==> src/rtl/uart_tx_pkg.sv <==
package uart_tx_pkg;
  typedef enum logic [2:0] {
    TX_IDLE  = 3'd0,
    TX_START = 3'd1,
    TX_DATA  = 3'd2,
    TX_PAR   = 3'd3,
    TX_STOP  = 3'd4
  } tx_state_e;
endpackage

==> src/rtl/uart_tx_parity.sv <==
module uart_tx_parity #(
  parameter int DW = 8
) (
  input  logic [DW-1:0] data_i,
  input  logic          odd_i,
  output logic          par_o
);
  // even: total ones even; odd: total ones odd
  assign par_o = (^data_i) ^ odd_i;
endmodule

==> src/rtl/uart_tx_hold.sv <==
module uart_tx_hold #(
  parameter int DW = 8
) (
  input  logic          clk_i,
  input  logic          rst_ni,
  input  logic          en_i,
  input  logic          wr_i,
  input  logic [DW-1:0] data_i,
  input  logic          pop_i,
  output logic          valid_o,
  output logic [DW-1:0] data_o
);
  logic          valid_q;
  logic [DW-1:0] data_q;

  always_ff @(posedge clk_i or negedge rst_ni) begin
    if (!rst_ni) begin
      valid_q <= 1'b0;
      data_q  <= '0;
    end else if (!en_i) begin
      valid_q <= 1'b0;
    end else if (pop_i) begin
      valid_q <= 1'b0;
    end else if (wr_i && !valid_q) begin
      valid_q <= 1'b1;
      data_q  <= data_i;
    end
  end

  assign valid_o = valid_q;
  assign data_o  = data_q;

  // a full holding register keeps its character until it is popped
  a_r8_hold_kept: assert property (@(posedge clk_i) disable iff (!rst_ni)
    (en_i && valid_q && !pop_i) |=> (valid_q && data_q == $past(data_q)));
endmodule

==> src/rtl/uart_tx_shift.sv <==
module uart_tx_shift
  import uart_tx_pkg::*;
#(
  parameter int DW = 8
) (
  input  logic          clk_i,
  input  logic          rst_ni,
  input  logic          en_i,
  input  logic          tick_i,
  input  logic          avail_i,
  input  logic [DW-1:0] data_i,
  input  logic          par_en_i,
  input  logic          par_odd_i,
  output logic          pop_o,
  output logic          line_o,
  output logic          idle_o
);
  localparam int CW = (DW > 1) ? $clog2(DW) : 1;
  localparam logic [CW-1:0] LAST_BIT = CW'(DW - 1);

  tx_state_e     state_q, state_d;
  logic [DW-1:0] shreg_q;
  logic [CW-1:0] cnt_q;
  logic          pen_q, par_q, par_new;
  logic          slot_free, do_load;

  uart_tx_parity #(.DW(DW)) u_par (
    .data_i(data_i),
    .odd_i (par_odd_i),
    .par_o (par_new)
  );

  // shifter can take a new character at a tick when idle or finishing stop
  assign slot_free = (state_q == TX_IDLE) || (state_q == TX_STOP);
  assign do_load   = en_i && tick_i && avail_i && slot_free;
  assign pop_o     = do_load;

  always_comb begin
    state_d = state_q;
    if (tick_i) begin
      unique case (state_q)
        TX_IDLE:  if (avail_i) state_d = TX_START;
        TX_START: state_d = TX_DATA;
        TX_DATA:  if (cnt_q == LAST_BIT) state_d = pen_q ? TX_PAR : TX_STOP;
        TX_PAR:   state_d = TX_STOP;
        TX_STOP:  state_d = avail_i ? TX_START : TX_IDLE;
        default:  state_d = TX_IDLE;
      endcase
    end
  end

  always_ff @(posedge clk_i or negedge rst_ni) begin
    if (!rst_ni) begin
      state_q <= TX_IDLE;
      shreg_q <= '0;
      cnt_q   <= '0;
      pen_q   <= 1'b0;
      par_q   <= 1'b0;
    end else if (!en_i) begin
      state_q <= TX_IDLE;
    end else begin
      state_q <= state_d;
      if (do_load) begin
        shreg_q <= data_i;
        pen_q   <= par_en_i;
        par_q   <= par_new;
        cnt_q   <= '0;
      end else if (tick_i && state_q == TX_DATA) begin
        shreg_q <= shreg_q >> 1;
        cnt_q   <= cnt_q + 1'b1;
      end
    end
  end

  always_comb begin
    unique case (state_q)
      TX_START: line_o = 1'b0;
      TX_DATA:  line_o = shreg_q[0];
      TX_PAR:   line_o = par_q;
      default:  line_o = 1'b1;
    endcase
  end

  assign idle_o = (state_q == TX_IDLE);

  // bit state only moves on a baud tick
  a_r6_hold_between_ticks: assert property (@(posedge clk_i) disable iff (!rst_ni)
    (en_i && !tick_i) |=> $stable(state_q));
  // a load puts the start bit on the line
  a_r2_start_after_load: assert property (@(posedge clk_i) disable iff (!rst_ni)
    pop_o |=> !line_o);
  // pending character follows the stop bit with no gap
  a_r4_back_to_back: assert property (@(posedge clk_i) disable iff (!rst_ni)
    (en_i && tick_i && state_q == TX_STOP && avail_i) |=> (state_q == TX_START));
endmodule

==> src/rtl/uart_tx_dbuf.sv <==
module uart_tx_dbuf #(
  parameter int DW = 8
) (
  input  logic          clk_i,
  input  logic          rst_ni,
  input  logic          en_i,
  input  logic          wr_i,
  input  logic [DW-1:0] wr_data_i,
  input  logic          par_en_i,
  input  logic          par_odd_i,
  input  logic          baud_tick_i,
  output logic          txd_o,
  output logic          rdy_o,
  output logic          empty_o,
  output logic          dma_req_o
);
  logic          hold_valid, pop, sh_idle;
  logic [DW-1:0] hold_data;

  uart_tx_hold #(.DW(DW)) u_hold (
    .clk_i  (clk_i),
    .rst_ni (rst_ni),
    .en_i   (en_i),
    .wr_i   (wr_i),
    .data_i (wr_data_i),
    .pop_i  (pop),
    .valid_o(hold_valid),
    .data_o (hold_data)
  );

  uart_tx_shift #(.DW(DW)) u_shift (
    .clk_i    (clk_i),
    .rst_ni   (rst_ni),
    .en_i     (en_i),
    .tick_i   (baud_tick_i),
    .avail_i  (hold_valid),
    .data_i   (hold_data),
    .par_en_i (par_en_i),
    .par_odd_i(par_odd_i),
    .pop_o    (pop),
    .line_o   (txd_o),
    .idle_o   (sh_idle)
  );

  assign rdy_o     = en_i && !hold_valid;
  assign empty_o   = en_i && !hold_valid && sh_idle;
  assign dma_req_o = rdy_o;

  // enabling an idle block shows both flags at once
  a_r1_enable_ready: assert property (@(posedge clk_i) disable iff (!rst_ni)
    $rose(en_i) |-> (rdy_o && empty_o));
  // an accepted write closes the holding register
  a_r3_accept_blocks: assert property (@(posedge clk_i) disable iff (!rst_ni)
    (rdy_o && wr_i) |=> !rdy_o);
  // empty implies the line sits at idle level
  a_r5_empty_line_idle: assert property (@(posedge clk_i) disable iff (!rst_ni)
    empty_o |-> txd_o);
  // disable flushes the queue and idles the line
  a_r10_disable_idle: assert property (@(posedge clk_i) disable iff (!rst_ni)
    !en_i |=> (txd_o && !hold_valid));
endmodule

==> config.mk <==
export PLATFORM = sky130hd
export DESIGN_NAME = uart_tx_dbuf
export DESIGN_NICKNAME = d
export VERILOG_FILES = /design/src/rtl/uart_tx_pkg.sv /design/src/rtl/uart_tx_parity.sv /design/src/rtl/uart_tx_hold.sv /design/src/rtl/uart_tx_shift.sv /design/src/rtl/uart_tx_dbuf.sv
export SDC_FILE = /design/constraint.sdc
export NUM_CORES = 1
export LEC_CHECK = 0
export ABC_AREA = 1
export BUFFER_PORTS_ARGS = -buffer_cell sky130_fd_sc_hd__buf_2
export CAP_MARGIN = 20
export CORE_ASPECT_RATIO = 1.2
export CORE_MARGIN = 2
export CORE_UTILIZATION = 60
export CTS_BUF_LIST = sky130_fd_sc_hd__clkbuf_2
export DETAILED_ROUTE_END_ITERATION = 8
export GPL_TIMING_DRIVEN = 0
export PLACE_DENSITY = 0.82
export SYNTH_ARGS = -nofsm -noshare
export SYNTH_HDL_FRONTEND = slang
export SYNTH_HIERARCHICAL = 1
export SYNTH_SLANG_ARGS = --single-unit
==> constraint.sdc <==
create_clock -name clk_i -period 2.7 [get_ports clk_i]
set_clock_uncertainty 0.2 [all_clocks]
set_input_delay 0.135 -clock clk_i [delete_from_list [all_inputs] [get_ports clk_i]]
set_output_delay 0.135 -clock clk_i [all_outputs]
set_load 0.1 [all_outputs]
== After elaboration in Yosys (flattened, before gate mapping) ==
Index checks and enable logic that the tools add are counted.
Storage, ports and cells
  bits in registers: 25
  input port bits: 15
  output and inout bits: 4
  logic and storage cells: 50
Operators by class
  add/subtract/negate cells: 1
  equal/unequal tests: 9
  mux-type cells: 15
  bitwise operators: 2
  reduce and logical (&&, ||, !) cells: 16
Operator list (number)
  two-way mux 3 bit: 7
  two-way mux 8 bit: 2
  case mux 3 bit (5 select lines): 1
  XOR reduction 8 bit: 1
  logical AND 1 bit: 7
  equality test 3 x 2 -> 1 bit (second input constant): 2
  equality test 3 bit (second input constant): 2
  != test 3 x 2 -> 1 bit (second input constant): 2
  AND reduction 3 bit: 2
  two-way mux 1 bit: 4
  AND reduction 2 bit: 2
  adder 3 x 1 -> 3 bit (second input constant): 1
  equality test 3 x 1 -> 1 bit (second input constant): 1
  zero test 3 bit: 1
  != test 3 x 1 -> 1 bit (second input constant): 1
  case mux 1 bit (3 select lines): 1
  != test 2 x 1 -> 1 bit (second input constant): 1
  nonzero test 2 bit: 1
  zero test 1 bit: 1
  logical OR 1 bit: 1
  NOT 1 bit: 1
  XOR 1 bit: 1

== Logic depth before layout (Yosys ltp) ==
Gate-level depths: netlist (run 1).
  depth in word-level cells: 5
  mapped depth: 12

== By module ==
The synthesis (run 1) kept the hierarchy.
Modules (own cells, without submodules)
  uart_tx_shift: instances 1, cells an instance 112, area an instance 895.9 um^2, seq. area each 400.4 um^2
  uart_tx_hold: instances 1, cells an instance 39, area an instance 374.1 um^2, seq. area each 225.2 um^2
  uart_tx_parity: instances 1, cells an instance 38, area an instance 163.9 um^2, seq. area each 0.0 um^2
  uart_tx_dbuf: instances 1, cells an instance 6, area an instance 31.3 um^2, seq. area each 0.0 um^2

== Worst setup path after synthesis (run 1) ==
OpenSTA, ideal clock, no wires.
  kind: register to output
  from: register u_hold.valid_q (netlist: u_hold/valid_o)
  to: output rdy_o
  arrival time: 1.616 ns
  slack: 0.749 ns
  stages on the path, launching flop included: 5
  path buffers: 1
  cell sequence: dfrtp_1 inv_1 nand2_2 inv_1 buf_4
Between the ends
  longest elaborated chain between the ends: 2
Ends and longest elaborated chain
  start, declared: line uart_tx_hold.sv:13  | logic valid_q;
  start signal, assigned: line uart_tx_hold.sv:18  | valid_q <= 1'b0;
  start signal, assigned: line uart_tx_hold.sv:21  | valid_q <= 1'b0;
  start signal, assigned: line uart_tx_hold.sv:23  | valid_q <= 1'b0;
  zero test 1 bit: line uart_tx_dbuf.sv:45  | assign rdy_o = en_i && !hold_valid;
  logical AND 1 bit: line uart_tx_dbuf.sv:45
  end, declared: line uart_tx_dbuf.sv:13  | output logic rdy_o,
No other way between the ends.

== Worst setup path in the final report (run 1) ==
  from: register u_shift.state_q[0]
  to: output empty_o
Between the ends
  longest elaborated chain between the ends: 2
Ends and longest elaborated chain
  start, declared: line uart_tx_shift.sv:21  | tx_state_e state_q, state_d;
  start signal, assigned: line uart_tx_shift.sv:62  | state_q <= state_d;
  zero test 3 bit: line uart_tx_shift.sv:84  | assign idle_o = (state_q == TX_IDLE);
  net sh_idle: line uart_tx_dbuf.sv:17  | logic hold_valid, pop, sh_idle;
  logical AND 1 bit: line uart_tx_dbuf.sv:46  | assign empty_o = en_i && !hold_valid && sh_idle;
  end, declared: line uart_tx_dbuf.sv:14  | output logic empty_o,
The timed path passes the listed nets, and every way through them passes these cells.

==> results of run 1 <==
## worst max-delay path by stage
stage | start | endpoint | slack [ps] | cells after the start
2_1_floorplan | u_hold/valid_o | rdy_o | 750 | 4
3_3_place_gp | u_hold/valid_o | u_hold/data_o[2] | 1020 | 7
3_5_place_dp | u_hold/valid_o | u_hold/data_o[1] | 980 | 7
4_1_cts | u_shift/state_q[0] | empty_o | 680 | 5
5_1_grt | u_shift/state_q[0] | empty_o | 570 | 5
6_report | u_shift/state_q[0] | empty_o | 700 | 5
## synth_stat cells, drive strengths merged
cell	number
inv	23
xor2	2
buf	3
o211ai	1
o21a	1
nand2	96
clkinv	1
nor3	1
ha	2
nor2	9
dfrtp	25
o21ai	6
nand3	24
or2	1
## cell families after synthesis
family,count (synthesis),synth area share
AOI/OAI and AO/OA,8,0.0307
xor gates and xnor gates,2,0.0120
adders and majority gates,2,0.0171
buffers and inverters,27,0.0871
DFF,25,0.427
and+or+nand+nor,131,0.426
## final cells by class
type                    count  area (µm²)  area share
multi-input cells         143         712       0.411
flip-flops and latches     25         626       0.361
repair buffers             30         210       0.121
inverters                  24        93.8      0.0541
well taps                  31        38.8      0.0224
plain buffers               3        33.8      0.0195
clock buffers               3        15.0     0.00866
clock inverters             1        5.00     0.00289
## layer usage
metal | global-route usage | part of all wire | vias up
met5 | 0 | 0 | -
met4 | 0.0939 | 0.0086 | 0
met2 | 0.465 | 0.56 | 44
met3 | 0.0361 | 0.037 | 4
met1 | 0.251 | 0.39 | 629
li1 | - | - | 664
## through the flow
step | instance area, µm² | worst slack, ps | total power, µW | instances
CTS | 1730 | 680 | 1420 | 260
finish | 1730 | 699 | 1420 | 260
global placement | 1590 | 1020 | 1240 | 244
global route | 1730 | 569 | 1540 | 260
detailed placement | 1590 | 981 | 1270 | 244
floorplan | 1470 | 749 | 1140 | 195
## cell usage in the layout (no fill, tap or decap)
master	Yosys	routed
buf_2	0	18
buf_4	1	1
buf_6	1	1
buf_8	1	1
clkbuf_2	0	3
clkinv_2	1	2
dfrtp_1	25	25
dlygate4sd3_1	0	12
ha_1	2	2
inv_1	18	18
inv_2	4	4
inv_4	1	1
nand2_1	87	87
nand2_2	7	7
nand2_4	2	2
nand3_1	22	22
nand3_4	2	2
nor2_1	4	4
nor2_2	1	1
nor2_4	3	3
nor2_8	1	1
nor3_1	1	1
o211ai_1	1	1
o21a_1	1	1
o21ai_0	6	6
or2_2	1	1
xor2_1	2	2
## power by group
group	switching [µW]	internal (µW)
sequential	96.6	491
combinational	466	224
clock	109	33.6
## state kept, by name, indices dropped and copies added (netlist names)
signal,count
u_shift/state_q,3
u_shift/shreg_q,8
u_shift/par_q,1
u_shift/cnt_q,3
u_hold/valid_o,1
u_shift/pen_q,1
u_hold/data_o,8
## worst register-to-register path, delay by kind of cell, from the launching register on
kind                   cells  cell delay [ps]
buffers and inverters      2              200
DFF                        1              550
and+or+nand+nor            5              720
## timing repair
| item | CTS | global route |
|---|---|---|
| setup endpoints to repair | 0 | 0 |
| buffers inserted | 0 | 0 |
| endpoints found under the hold margin | 38 | 0 |
| hold buffers | 12 | 0 |
==> results.md, run 1 <==
- Mapped Area: 1470 µm²
- Row count: 19
- # IOs: 19
- Worst setup SP type: register
- # H-tree levels: 1
- Gate Count Post-Synth: 195
- Synth top area share: 0.427
- Pwr dens: 818 nW/µm²
- Reg2Reg Capture Point: u_hold/data_o[3]
- Antenna diode count: 0
- RSZ-0062 raised after global routing: no
- Longest Clk Path Bufs: 2
- Worst skew pair latency: 340 ps
- CTS tree: done
- R2R setup slack: slightly above 900 ps
- DRC: 0
- DPL Wire Length: 2030 µm
- Register area share after synthesis: 0.427
- 1st-pass router iterations: 4
- Critical path arrival: between 1500 and 2000 ps
- Vias in the first global route: 1,337
- First-pass GRT wire length: roughly 5300 µm
- Worst-margin pin slew: 542 ps
- CP Cell Sequence: buf_6 > nor3_1 > inv_1 > nor2_2 > buf_2
- Period utilization: 0.741
- Slowest CP cell: dfrtp_1
- Count of final hold-check violations: 0
- Reg clk slew, reported paths: 230 ps
- Seq cells post-synth: 25
- Final ANT Viol Nets: 0
- # resized after CTS: 0
- Fill count: 186
- Largest net degree at the start of global routing: 26
- Largest area contributor in the netlist: dfrtp_1
- CTS Buf Count: 3
- IO Port Bufs: 18
- DR vias: 1,341
- Antenna violations before repair: 0
- Vias per inst: between 5 and 6
- Worst reg-to-reg path cell count: 7
- Syn nets: between 200 and 250
- Min-Delay Path Class: in -> async
- Worst r2r src: u_hold/valid_o
- Final setup fails: 0
- Syn. warnings: 6
- Max cap viols: 0
- Chip Width: 49.1 µm
- Slew Limit Fails: 0
- Setup crit end kind: output port
- Worst path bufs/invs: 3
- Fmax achieved: 500 MHz
- VDD IR-drop max: around 760 µV
- Leakage: roughly 0.001 µW
- Fin crit period: 2000 ps
- CP top delay family: buffers and inverters
- Final WL: 2900 µm
- Root Driver: clkbuf_2
- Critical path required time: roughly 2400 ps
- Fin nets: 247
- Finished Core Util: 0.752
- Final TNS setup: 0 ps
- Critical Path Fanout Max: 8
- Clk sinks: 25
- Total GRT Usage: 0.237
- DIE HEIGHT: between 50 and 60 µm
- Top cells by area, synth: dfrtp_1 43%, nand2_1 22%, nand3_1 7.5%, inv_1 4.6%, nand2_2 3.0%
- Die area: 2850 µm²
- Share of layout cells above drive strength 1: 0.210
- Status: finished, final reports clean
- Slew HR: 0.639
- Routed WL per cell: 11.1 µm
- Routability cong.: 0.787
- Avg Inst Size Synth: ~7.5 µm²
- Drt initial violations: 39
- Initial Utilization: 0.635
- Total global routing overflow: 0
- Crit path kind: reg -> out
- Area Growth Syn to Fin: 18.4%
- Slowest Stage Delay on Critical Path: 430 ps
- Final worst hold slack: 60.2 ps
- Core Box Area: 2310 µm²
- Yosys cell types: 24
No activity file was read; power rests on OpenSTA's default activity.
==> run 2: changes to the inputs <==
--- a/config.mk
+++ b/config.mk
@@ -10,11 +10,11 @@
 export CAP_MARGIN = 20
 export CORE_ASPECT_RATIO = 1.2
 export CORE_MARGIN = 2
-export CORE_UTILIZATION = 60
+export CORE_UTILIZATION = 59
 export CTS_BUF_LIST = sky130_fd_sc_hd__clkbuf_2
 export DETAILED_ROUTE_END_ITERATION = 8
 export GPL_TIMING_DRIVEN = 0
-export PLACE_DENSITY = 0.82
+export PLACE_DENSITY = 0.81
 export SYNTH_ARGS = -nofsm -noshare
 export SYNTH_HDL_FRONTEND = slang
 export SYNTH_HIERARCHICAL = 1
==> constraint.sdc (replaced) <==
create_clock -name clk_i -period 2 [get_ports clk_i]
set_clock_uncertainty 0.2 [all_clocks]
set_input_delay 0.1 -clock clk_i [delete_from_list [all_inputs] [get_ports clk_i]]
set_output_delay 0.1 -clock clk_i [all_outputs]
set_load 0.1 [all_outputs]
==> results.md, run 2 (synthesis gave the netlist of run 1 again) <==
- Status: finished, final reports clean
- Fin crit period: around 1900 ps
- RSZ-0062 raised after global routing: no
- Final TNS setup: 0 ps (unchanged)
- Leakage: 0.000978 µW (-0.26%)
- Vias in the first global route: 1,294 (-3.2%)
- R2R setup slack: 270 ps (-660 ps)
- Critical Path Fanout Max: 5 (-3)
- Place WS: 273 ps (-708 ps)
- Placed cell areas: 1590 µm² (unchanged)
- Initial Utilization: 0.629 (-0.00648)
- Total global routing overflow: 0 (unchanged)
- Setup crit end kind: output port
- Share of layout cells above drive strength 1: 0.210 (unchanged)
- Most common cell after layout, fill and taps aside: nand2_1
- Row count: 19 (unchanged)
- CTS Buf Count: 3 (unchanged)
- Clk sinks: 25 (unchanged)
- Count of final hold-check violations: 0 (unchanged)
- Area Growth Syn to Fin: 19.0%
- Fill count: 187 (+0.54%)
- DIE HEIGHT: 58.6 µm (+0.79%)
- Worst setup SP type: register
- Final Instance Area: 1740 µm² (+0.58%)
- Worst reg-to-reg path cell count: 7 (unchanged)
- CP Cell Sequence: inv_2 > nor2_8 > nand3_1 > nand3_1 > clkbuf_4
- Routability cong.: 0.779 (-0.90%)
- Final setup margin: 119 ps (-580 ps)
- Fmax achieved: ~530 MHz
- Vias per inst: 5.10 (-1.1%)
- Antenna diode count: 0 (unchanged)
- Worst r2r src: u_hold/valid_o
- Reg2Reg Capture Point: u_hold/data_o[4]
- Longest Clk Path Bufs: 2 (unchanged)
- Slew HR: 0.637 (-0.00189)
- Crit path kind: reg -> out
- DRC: 0 (unchanged)
- # H-tree levels: 1 (unchanged)
- Fin nets: 247 (unchanged)
- # IOs: 19 (unchanged)
- Root Driver: clkbuf_2
- Final WL: 3020 µm (+4.4%)
- Slowest CP cell: dfrtp_1
- Antenna violations before repair: 0 (unchanged)
- Core Box Area: 2330 µm² (+1.0%)
- Critical path arrival: 1580 ps (-90 ps)
- Final setup fails: 0 (unchanged)
- Slew Limit Fails: 0 (unchanged)
- Final ANT Viol Nets: 0 (unchanged)
- DPL Wire Length: 2120 µm (+4.1%)
- Chip Width: 49.5 µm (+0.77%)
- First-pass GRT wire length: 5180 µm (-2.1%)
- IO Port Bufs: 18 (unchanged)
- Die area: 2900 µm² (+1.6%)
- Min-Delay Path Class: in -> async
- Commonest cells after routing, fill and taps aside: 87 x nand2_1, 25 x dfrtp_1, 22 x nand3_1
- Critical path required time: 1700 ps (-670 ps)
- 1st-pass router iterations: 4 (unchanged)
- Pwr dens: 1120 nW/µm² (+37%)
- VDD IR-drop max: 794 µV (+4.9%)
- Register area: 626 µm² (unchanged)
- CP top delay family: flip-flops
- Footprint of the multi-input gates: 712 µm² (unchanged)
- Drt initial violations: 36 (-7.7%)
- Power Total: 1950 µW (+38%)
- Largest net degree at the start of global routing: 26 (unchanged)
- Total GRT Usage: 0.229 (-0.00828)
- CP dominant cell by count: nand3_1
- CTS tree: done
- Slowest Stage Delay on Critical Path: 500 ps (+70 ps)
- Finished Core Util: 0.749 (-0.00338)
- Worst-margin pin slew: 544 ps (+2.84 ps)
- Max cap viols: 0 (unchanged)
- Worst path bufs/invs: 2 (-1)
- Routed WL per cell: 11.6 µm (+4.4%)
- Period utilization: 0.940
- DR vias: 1,326 (-1.1%)
- Worst skew pair latency: 360 ps (+20 ps)
- Reg clk slew, reported paths: 260 ps (+30 ps)
[run 2: cell count changes in the layout (fill, tap and decap cells not counted)]
cell | previous run | this run
clkinvlp_4 | 0 | 1
clkbuf_4 | 0 | 3
buf_2 | 18 | 15
clkinv_2 | 2 | 1
[run 2: layer usage]
metal / vias up / global-route usage / part of all wire
li1: 670 / - / -
met1: 622 / 0.253 / 0.43
met2: 32 / 0.458 / 0.54
met3: 2 / 0.0355 / 0.028
met4: 0 / 0.0556 / 0.0043
met5: - / 0 / 0
[run 2: worst max-delay path by stage]
stage                  startpoint               end  cells after the start
2_1_floorplan      u_hold/valid_o             rdy_o                      4
5_1_grt        u_shift/state_q[1]             txd_o                      5
3_5_place_dp       u_hold/valid_o  u_hold/data_o[3]                      7
6_report       u_shift/state_q[1]             txd_o                      5
4_1_cts        u_shift/state_q[1]             txd_o                      5
3_3_place_gp       u_hold/valid_o  u_hold/data_o[0]                      7
[run 2: worst register-to-register path: stages (launching register included)]
cell and delay, ps:
dfrtp_1 550, nand3_4 220, inv_4 70, buf_8 140, nor2_4 250, nand2_4 120, nand2_1 80, nand2_1 50
[run 2: repair_timing]
item	CTS	global route
endpoints found under the hold margin	38	0
setup endpoints to repair	0	3
setup buffers	0	0
gates resized for setup	0	3
hold buffers	12	0
[run 2: cell type report]
type                    instances  share of cell area
multi-input cells             143               0.408
flip-flops and latches         25               0.359
repair buffers                 30               0.125
inverters                      24              0.0538
well taps                      31              0.0222
plain buffers                   3              0.0194
clock buffers                   3             0.00861
clock inverters                 1             0.00430
[run 2: per-stage QoR]
stage,instances,hold slack (ps)
2_1_floorplan,195,-396
3_3_place_gp,244,-92.7
3_5_place_dp,244,-82.1
4_1_cts,260,33.4
5_1_grt,260,55.1
6_report,260,22.2
[run 2: power breakdown]
| part | internal [µW] | switching (µW) | total, µW |
|---|---|---|---|
| logic | 313 | 636 | 949 |
| registers | 663 | 136 | 798 |
| clock network | 46.4 | 160 | 206 |
==> run 3: changes to the inputs <==
--- a/config.mk
+++ b/config.mk
@@ -10,11 +10,11 @@
 export CAP_MARGIN = 20
 export CORE_ASPECT_RATIO = 1.2
 export CORE_MARGIN = 2
-export CORE_UTILIZATION = 59
+export CORE_UTILIZATION = 40
 export CTS_BUF_LIST = sky130_fd_sc_hd__clkbuf_2
 export DETAILED_ROUTE_END_ITERATION = 8
 export GPL_TIMING_DRIVEN = 0
-export PLACE_DENSITY = 0.81
+export PLACE_DENSITY = 0.61
 export SYNTH_ARGS = -nofsm -noshare
 export SYNTH_HDL_FRONTEND = slang
 export SYNTH_HIERARCHICAL = 1
==> results.md, run 3 (synthesis gave the netlist of run 1 again) <==
- Chip Width: 59.3 µm (+20%)
- # IOs: 19 (unchanged)
- Slew Limit Fails: 0 (unchanged)
- Fin crit period: 1880 ps (+2.98 ps)
- Pwr dens: 1090 nW/µm² (-2.7%)
- Placed cell areas: 1600 µm² (+0.63%)
- Post-Layout Cell Count: 268 (+3.1%)
- Worst-margin pin slew: 564 ps (+19.8 ps)
- Final TNS setup: 0 ps (unchanged)
- Leakage: 0.000981 µW (+0.39%)
- Antenna violations before repair: 0 (unchanged)
- Slowest CP cell: dfrtp_1
- Vias per inst: 4.61 (-9.6%)
- IO Port Bufs: 18 (unchanged)
- Most common cell after layout, fill and taps aside: nand2_1
- Min-Delay Path Class: in -> async
- Routed WL per cell: 10.2 µm (-13%)
- Met1 Usage GRT: 0.192 (-0.0609)
- Final WL: 2720 µm (-9.9%)
- Setup crit end kind: output port
- Met3 Use GR: 0.0111 (-0.0244)
- Busiest grt layer: met2
- Initial Utilization: 0.410 (-0.219)
- R2R setup slack: 270 ps (about the same)
- Core Box Area: 3570 µm² (+53%)
- Final Instance Area: 1750 µm² (+0.43%)
- Share of layout cells above drive strength 1: 0.210 (unchanged)
- Die area: 4170 µm² (+44%)
- Count of final hold-check violations: 0 (unchanged)
- 1st-pass router iterations: 4 (unchanged)
- Critical Path Fanout Max: 5 (unchanged)
- DR vias: 1,235 (-6.9%)
- Area Growth Syn to Fin: 19.6%
- Longest Clk Path Bufs: 2 (unchanged)
- Postcts setup bufs: 0 (unchanged)
- # H-tree levels: 1 (unchanged)
- DIE HEIGHT: 70.3 µm (+20%)
- Final setup margin: 116 ps (-2.98 ps)
- Fmax achieved: 531 MHz (-0.16%)
- Finished Core Util: 0.490 (-0.258)
- Total GRT Usage: 0.145 (-0.0844)
- Largest net degree at the start of global routing: 26 (unchanged)
- DPL Wire Length: 1990 µm (-5.8%)
- DP Cell Count: 252 (+3.3%)
- Antenna diode count: 0 (unchanged)
- First-pass GRT wire length: 4740 µm (-8.4%)
- Met2 Usage GRT: 0.236 (-0.222)
- RSZ-0062 raised after global routing: no
- Worst skew pair latency: 340 ps (-20 ps)
- Root Driver: clkbuf_2
- Final ANT Viol Nets: 0 (unchanged)
- Total global routing overflow: 0 (unchanged)
- DRC: 0 (unchanged)
- VDD IR-drop max: 368 µV (-54%)
- Worst r2r src: u_hold/valid_o
- Register area: 626 µm² (unchanged)
- Crit path kind: reg -> out
- Row count: 24 (+5)
- Period utilization: 0.942 (+0.00149)
- Worst reg-to-reg path cell count: 7 (unchanged)
- Routability cong.: 0.828 (+6.3%)
- Drt initial violations: 30 (-17%)
- Max cap viols: 0 (unchanged)
- Reg clk slew, reported paths: 240 ps (-20 ps)
- Vias in the first global route: 1,123 (-13%)
- Worst path bufs/invs: 2 (unchanged)
- CP Cell Sequence: inv_2 > nor2_8 > nand3_1 > nand3_1 > clkbuf_4
- Critical path arrival: 1580 ps (about the same)
- Place WS: 253 ps (-20.2 ps)
- Status: finished, final reports clean
- Reg2Reg Capture Point: u_hold/data_o[1]
- Clk sinks: 25 (unchanged)
- CTS tree: done
- Slowest Stage Delay on Critical Path: 510 ps (about the same)
- Worst setup SP type: register
- Fin nets: 247 (unchanged)
- CP top delay family: flip-flops
- Commonest cells after routing, fill and taps aside: 87 x nand2_1, 25 x dfrtp_1, 22 x nand3_1
- Slew HR: 0.624 (-0.0132)
- Critical path required time: 1700 ps (about the same)
- CTS Buf Count: 3 (unchanged)
- Fill count: 357 (+91%)
- Footprint of the multi-input gates: 712 µm² (unchanged)
- Final setup fails: 0 (unchanged)
- CP dominant cell by count: nand3_1
==> run 3: cell count changes in the layout (fill, tap and decap cells not counted), sizes merged <==
| cell | before | now |
|---|---|---|
| clkinv | 1 | 2 |
| clkinvlp | 1 | 0 |
==> run 3: power by group <==
| part | internal (µW) | total (µW) | leakage, µW | switching (µW) |
|---|---|---|---|---|
| clock | 45.3 | 195 | 0.0000164 | 150 |
| sequential | 662 | 793 | 0.000323 | 131 |
| combinational | 312 | 920 | 0.000642 | 608 |
| total | 1020 | 1910 | 0.000981 | 889 |
==> run 3: cell type report <==
| cell class | instances | share of cell area |
|---|---|---|
| Clock inverter | 1 | 0.00286 |
| Tap cell | 39 | 0.0279 |
| Multi-Input combinational cell | 143 | 0.406 |
| Buffer | 3 | 0.0193 |
| Clock buffer | 3 | 0.00857 |
| Inverter | 24 | 0.0536 |
| Timing Repair Buffer | 30 | 0.124 |
| Sequential cell | 25 | 0.357 |
==> run 3: per-stage QoR <==
| stage | power, µW | hold WS, ps |
|---|---|---|
| global route | 2080 | 40.6 |
| floorplan | 1540 | -396 |
| global placement | 1690 | -61.2 |
| detailed placement | 1700 | -63.0 |
| CTS | 1920 | 27.9 |
| finish | 1910 | 37.1 |
==> run 3: what timing repair did <==
action,CTS,global route
hold buffers,12,0
setup endpoints to repair,0,3
hold endpoints to repair,38,0
resized for setup,0,3
==> run 3: worst max-delay path by stage <==
stage | start | endpoint | cells past startpoint
2_1_floorplan | u_hold/valid_o | rdy_o | 4
3_3_place_gp | u_hold/valid_o | u_hold/data_o[1] | 7
3_5_place_dp | u_hold/valid_o | u_hold/data_o[4] | 7
4_1_cts | u_shift/state_q[1] | txd_o | 5
5_1_grt | u_shift/state_q[1] | txd_o | 5
6_report | u_shift/state_q[1] | txd_o | 5
==> run 3: worst register-to-register path, stage by stage, from the launching register on <==
cell     delay (ps)
dfrtp_1         540
nand3_4         220
inv_4            60
buf_8           140
nor2_4          260
nand2_4         120
nand2_1          80
nand2_1          40
==> run 3: routing by layer <==
layer  vias to the layer above  wire length (µm)
met4                         0                34
met3                         2                49
met5                         -                 0
met2                        16              1320
met1                       548              1320
li1                        669                 -
